==> config.mk <==
export PLATFORM = sky130hd
export DESIGN_NAME = lin_div_update
export DESIGN_NICKNAME = d
export VERILOG_FILES = /design/src/rtl/lin_div_pkg.sv /design/src/rtl/lin_div_shadow.sv /design/src/rtl/lin_div_mode.sv /design/src/rtl/lin_div_arbiter.sv /design/src/rtl/lin_div_active.sv /design/src/rtl/lin_div_update.sv
export SDC_FILE = /design/constraint.sdc
export NUM_CORES = 1
export LEC_CHECK = 0
export CAP_MARGIN = 30
export CORE_MARGIN = 2
export CORE_UTILIZATION = 60
export CTS_BUF_LIST = sky130_fd_sc_hd__clkbuf_4 sky130_fd_sc_hd__clkbuf_8 sky130_fd_sc_hd__clkbuf_16
export DETAILED_ROUTE_END_ITERATION = 10
export DONT_BUFFER_PORTS = 1
export GPL_TIMING_DRIVEN = 0
export MAX_ROUTING_LAYER = met4
export PLACE_DENSITY = 0.76
export SYNTH_ARGS = -nofsm -noshare
export SYNTH_HDL_FRONTEND = slang
export SYNTH_SLANG_ARGS = --single-unit
==> constraint.sdc <==
create_clock -name clk_i -period 1.7 [get_ports clk_i]
set_input_delay 0.34 -clock clk_i [delete_from_list [all_inputs] [get_ports clk_i]]
set_output_delay 0.34 -clock clk_i [all_outputs]
set_load 0.005 [all_outputs]
==> src/rtl/lin_div_pkg.sv <==
package lin_div_pkg;
  typedef enum logic [1:0] {
    SRC_NONE = 2'd0,
    SRC_ASU  = 2'd1,
    SRC_SW   = 2'd2,
    SRC_RX   = 2'd3
  } commit_src_e;
endpackage

==> src/rtl/lin_div_shadow.sv <==
module lin_div_shadow #(
  parameter int PRSC_W = 12,
  parameter int FRAC_W = 4,
  localparam int DW = PRSC_W + FRAC_W
) (
  input  logic              clk_i,
  input  logic              rst_ni,
  input  logic              wr_prsc_i,
  input  logic              wr_frac_i,
  input  logic [PRSC_W-1:0] wr_data_i,
  input  logic              asu_load_i,
  input  logic [DW-1:0]     asu_div_i,
  output logic [DW-1:0]     sh_next_o
);
  logic [PRSC_W-1:0] prsc_q;
  logic [FRAC_W-1:0] frac_q;
  logic [PRSC_W-1:0] prsc_d;
  logic [FRAC_W-1:0] frac_d;

  always_comb begin
    prsc_d = wr_prsc_i ? wr_data_i : prsc_q;
    frac_d = wr_frac_i ? wr_data_i[FRAC_W-1:0] : frac_q;
    if (asu_load_i) begin
      prsc_d = asu_div_i[DW-1:FRAC_W];
      frac_d = asu_div_i[FRAC_W-1:0];
    end
  end

  always_ff @(posedge clk_i or negedge rst_ni) begin
    if (!rst_ni) begin
      prsc_q <= '0;
      frac_q <= '0;
    end else begin
      prsc_q <= prsc_d;
      frac_q <= frac_d;
    end
  end

  assign sh_next_o = {prsc_d, frac_d};
endmodule

==> src/rtl/lin_div_mode.sv <==
module lin_div_mode (
  input  logic clk_i,
  input  logic rst_ni,
  input  logic wr_ctrl_i,
  input  logic wr_defer_i,
  input  logic rx_ready_i,
  output logic defer_o
);
  always_ff @(posedge clk_i or negedge rst_ni) begin
    if (!rst_ni)         defer_o <= 1'b0;
    else if (rx_ready_i) defer_o <= 1'b0;  // hw clear wins
    else if (wr_ctrl_i)  defer_o <= wr_defer_i;
  end
endmodule

==> src/rtl/lin_div_arbiter.sv <==
module lin_div_arbiter
  import lin_div_pkg::*;
(
  input  logic        asu_load_i,
  input  logic        wr_prsc_i,
  input  logic        rx_ready_i,
  input  logic        deferred_i,
  output commit_src_e src_o
);
  always_comb begin
    src_o = SRC_NONE;
    if (asu_load_i)                    src_o = SRC_ASU;
    else if (deferred_i && rx_ready_i) src_o = SRC_RX;
    else if (!deferred_i && wr_prsc_i) src_o = SRC_SW;
  end
endmodule

==> src/rtl/lin_div_active.sv <==
module lin_div_active
  import lin_div_pkg::*;
#(
  parameter int DW = 16
) (
  input  logic        clk_i,
  input  logic        rst_ni,
  input  commit_src_e src_i,
  input  logic [DW-1:0] asu_div_i,
  input  logic [DW-1:0] sh_next_i,
  output logic [DW-1:0] div_o
);
  always_ff @(posedge clk_i or negedge rst_ni) begin
    if (!rst_ni) div_o <= '0;
    else begin
      unique case (src_i)
        SRC_ASU:        div_o <= asu_div_i;
        SRC_SW, SRC_RX: div_o <= sh_next_i;
        default:        div_o <= div_o;
      endcase
    end
  end
endmodule

==> src/rtl/lin_div_update.sv <==
module lin_div_update
  import lin_div_pkg::*;
#(
  parameter int PRSC_W = 12,
  parameter int FRAC_W = 4,
  localparam int DW = PRSC_W + FRAC_W
) (
  input  logic              clk_i,
  input  logic              rst_ni,
  input  logic              lin_slave_i,
  input  logic              wr_prsc_i,
  input  logic              wr_frac_i,
  input  logic [PRSC_W-1:0] wr_data_i,
  input  logic              wr_ctrl_i,
  input  logic              wr_defer_i,
  input  logic              rx_ready_i,
  input  logic              asu_load_i,
  input  logic [DW-1:0]     asu_div_i,
  output logic [DW-1:0]     div_o,
  output logic              defer_o
);
  logic [DW-1:0] sh_next;
  commit_src_e   src;
  logic          deferred;

  assign deferred = lin_slave_i & defer_o;

  lin_div_shadow #(.PRSC_W(PRSC_W), .FRAC_W(FRAC_W)) u_shadow (
    .clk_i, .rst_ni, .wr_prsc_i, .wr_frac_i, .wr_data_i,
    .asu_load_i, .asu_div_i, .sh_next_o(sh_next)
  );

  lin_div_mode u_mode (
    .clk_i, .rst_ni, .wr_ctrl_i, .wr_defer_i, .rx_ready_i, .defer_o
  );

  lin_div_arbiter u_arb (
    .asu_load_i, .wr_prsc_i, .rx_ready_i, .deferred_i(deferred), .src_o(src)
  );

  lin_div_active #(.DW(DW)) u_active (
    .clk_i, .rst_ni, .src_i(src), .asu_div_i, .sh_next_i(sh_next), .div_o
  );
endmodule

==> impl_metrics.csv <==
group,metric,value,unit
status,status,"finished, final reports clean",
die,die_w,52.6,um
detailed_routing,wl_per_cell,18.5,um
power,power_density,1020,nW/um^2
sta,period_minus_slack,1.58,ns
worst_setup_path,path_cells,"a21boi_1 > a311o_1 > buf_6 > buf_6 > mux2_4",
global_route,met1_usage,27.0,%
die,io_pins,54,
detailed_routing,drcViolationCount,0,
detailed_routing,antenna_left,0,
flow_run,cap_violations,0,
cells_and_area,syn_to_final_growth,8.83,%
power,leakagePower,0.749,nW
cts,clk_path_buf_depth,2,
power,vdd_drop_max,0.805,mV
logic_synthesis,synth_seq_area_share,58.3,%
logic_synthesis,ys_types,13,
global_route,grt_pass1_vias,900,
worst_setup_path,worst_path_largest_cell_delay,0.41,ns
die,die_h,52.6,um
detailed_routing,vias_per_cell,5.82,
worst_setup_path,rr_worst_depth,5,
sta,timing.final.ws_setup,0.116,ns
worst_hold_path,hp-start,"rx_ready_i",
cts,clock_sinks,33,
global_route,grt_use_met2,35.0,%
global_route,antenna_found_initial,0,
global_route,busiest_layer,"met2",
cells_and_area,drive_above_1_share,18.6,%
worst_setup_path,crit_fanout,10,
sta,max_freq,631,MHz
global_route,met3_usage,7.14,%
die,die_area,2770,um^2
global_route,grt_pass1_wl,4130,um
sta,finalHoldViolations,0,
worst_setup_path,worstSetupPathType,"reg -> reg",
worst_setup_path,rr_startpoint,"u_mode.defer_o",
cells_and_area,final_common_cell,"dfrtp_1",
sta,rsz0062_at_grt,"false",
logic_synthesis,synth_area,1420,um^2
worst_hold_path,hold_path_depth,1,
cells_and_area,final_nets,154,
sta,finalSetupTns,0,ns
placement,placed_area,1450,um^2
cells_and_area,most-common-layout-cells,"33 x dfrtp_1, 17 x mux2i_1, 16 x nand2_1",
cts,h-tree-depth,2,
logic_synthesis,postSynthAreaPerCell,13.1,um^2
detailed_routing,drt_wl_total,2700,um
worst_hold_path,hold_end,"u_mode.defer_o",
worst_setup_path,critical_path.startpoint_type,"flip-flop",
cts,cts_tree,"yes",
cts,clkTransAtPathRegs,0.10,ns
cts,cts_setup_buffers,0,
cells_and_area,finalInstanceArea,1540,um^2
die,core,2230,um^2
logic_synthesis,syn-num-nets,145,
die,start_util,63.5,%
sta,fin_crit_sh,93.2,%
detailed_routing,drt_iter0_drc,17,
power,power,0.00158,W
placement,place.gp.congestion,0.737,
worst_setup_path,critPathRequiredTime,1.91,ns
placement,post-place-ws,0.147,ns
cts,cts_resized,0,
cts,hold_buffers,2,
global_route,globalRouteOverflowTotal,0,
worst_setup_path,path_common_cell,"buf_6",
logic_synthesis,syn-instance-count,108,
worst_setup_path,worstPathArrival,1.80,ns
cts,numCtsBuffers,5,
sta,setup_viol,0,
worst_hold_path,hp-class,"in -> reg",
logic_synthesis,yosys_warnings,0,
sta,max_slew_margin,68.3,%
die,num_rows,17,
placement,dp_hpwl,1900,um
cts,clock_latency,0.33,ns
detailed_routing,dr.pass1.iters,4,
cts,cts_root_buf,"clkbuf_4",
sta,finClkSkew,0.0113,ns
placement,io_buffer_count,0,
sta,worst_pin_slew,0.476,ns
worst_setup_path,cp-end-kind,"flip-flop",
worst_setup_path,crit_start,"u_mode.defer_o",
worst_setup_path,worst_path_max_delay_cell,"dfrtp_1",
worst_setup_path,r2r_end,"u_active.div_o[9]",
global_route,grt_usage,23.0,%
cells_and_area,num_antenna_cells,0,
detailed_routing,routed-via-count,850,
logic_synthesis,synth-seq-cells,33,
worst_setup_path,rrSetupSlack,0.12,ns
global_route,grt_max_degree,34,
sta,slew_viol_final,0,
[through the flow]
stage	instances	util [%]	hold WS, ns
floorplan	108	-	0.0444
global placement	136	65.0	0.0451
detailed placement	136	65.0	0.0450
CTS	146	69.1	0.0441
global route	146	69.1	0.0515
finish	146	69.1	0.0613
[sequential cells by signal (all words and copies together), names as in the netlist]
name,flops
u_mode.defer_o,1
u_shadow.frac_q,4
u_shadow.prsc_q,12
u_active.div_o,16
[how the worst max path moves through the flow]
stage	end	slack, ns	depth (start not counted)
floorplan	u_active.div_o[10]	0.24	5
global placement	u_active.div_o[5]	0.18	5
detailed placement	u_active.div_o[8]	0.15	5
CTS	u_active.div_o[9]	0.12	5
global route	u_active.div_o[9]	0.06	5
finish	u_active.div_o[9]	0.12	5
[power by group]
part / total (W) / internal (W) / switching, W
Combinational: 0.000202 / 0.000108 / 0.0000933
Clock: 0.000456 / 0.000213 / 0.000243
Sequential: 0.000923 / 0.000872 / 0.0000516
Total: 0.00158 / 0.00119 / 0.000388
[logic make-up after synthesis]
family,share of synthesized area (%)
AOI/OAI and AO/OA,6.88
DFF,58.3
buffers and inverters,3.00
muxes,27.4
and+or+nand+nor,4.50
[synthesized netlist by cell type]
master    instances  area [um^2]
a21boi_1          1         7.51
a311o_1           1         10.0
buf_2             1         5.00
buf_6             2         22.5
clkbuf_1          4         15.0
dfrtp_1          33          826
mux2_1            6         67.6
mux2_4           10          150
mux2i_1          17          170
nand2_1          16         60.1
nor2_1            1         3.75
o21ai_0          12         60.1
o21ai_1           4         20.0
[routing by layer]
metal,part of all wire (%),wire length [um],vias up
li1,-,-,391
met4,2.0,54,0
met5,0,0,-
met1,43,1160,417
met3,6.0,163,7
met2,49,1330,35
[critical path, delay by kind of cell, from the launching register on]
kind / cells / cell delay [ns]
flops: 1 / 0.41
buf+inv: 2 / 0.31
mux: 1 / 0.30
compound gates: 2 / 0.44
[final cells by class]
cell class,instances,area [um^2]
sequential,33,826
fill,169,691
multi-input combinational,68,549
clock buffer,8,60.1
buffer,7,42.5
tap,28,35.0
timing repair buffer,2,30.0
Power figures use the tool's default switching activity.
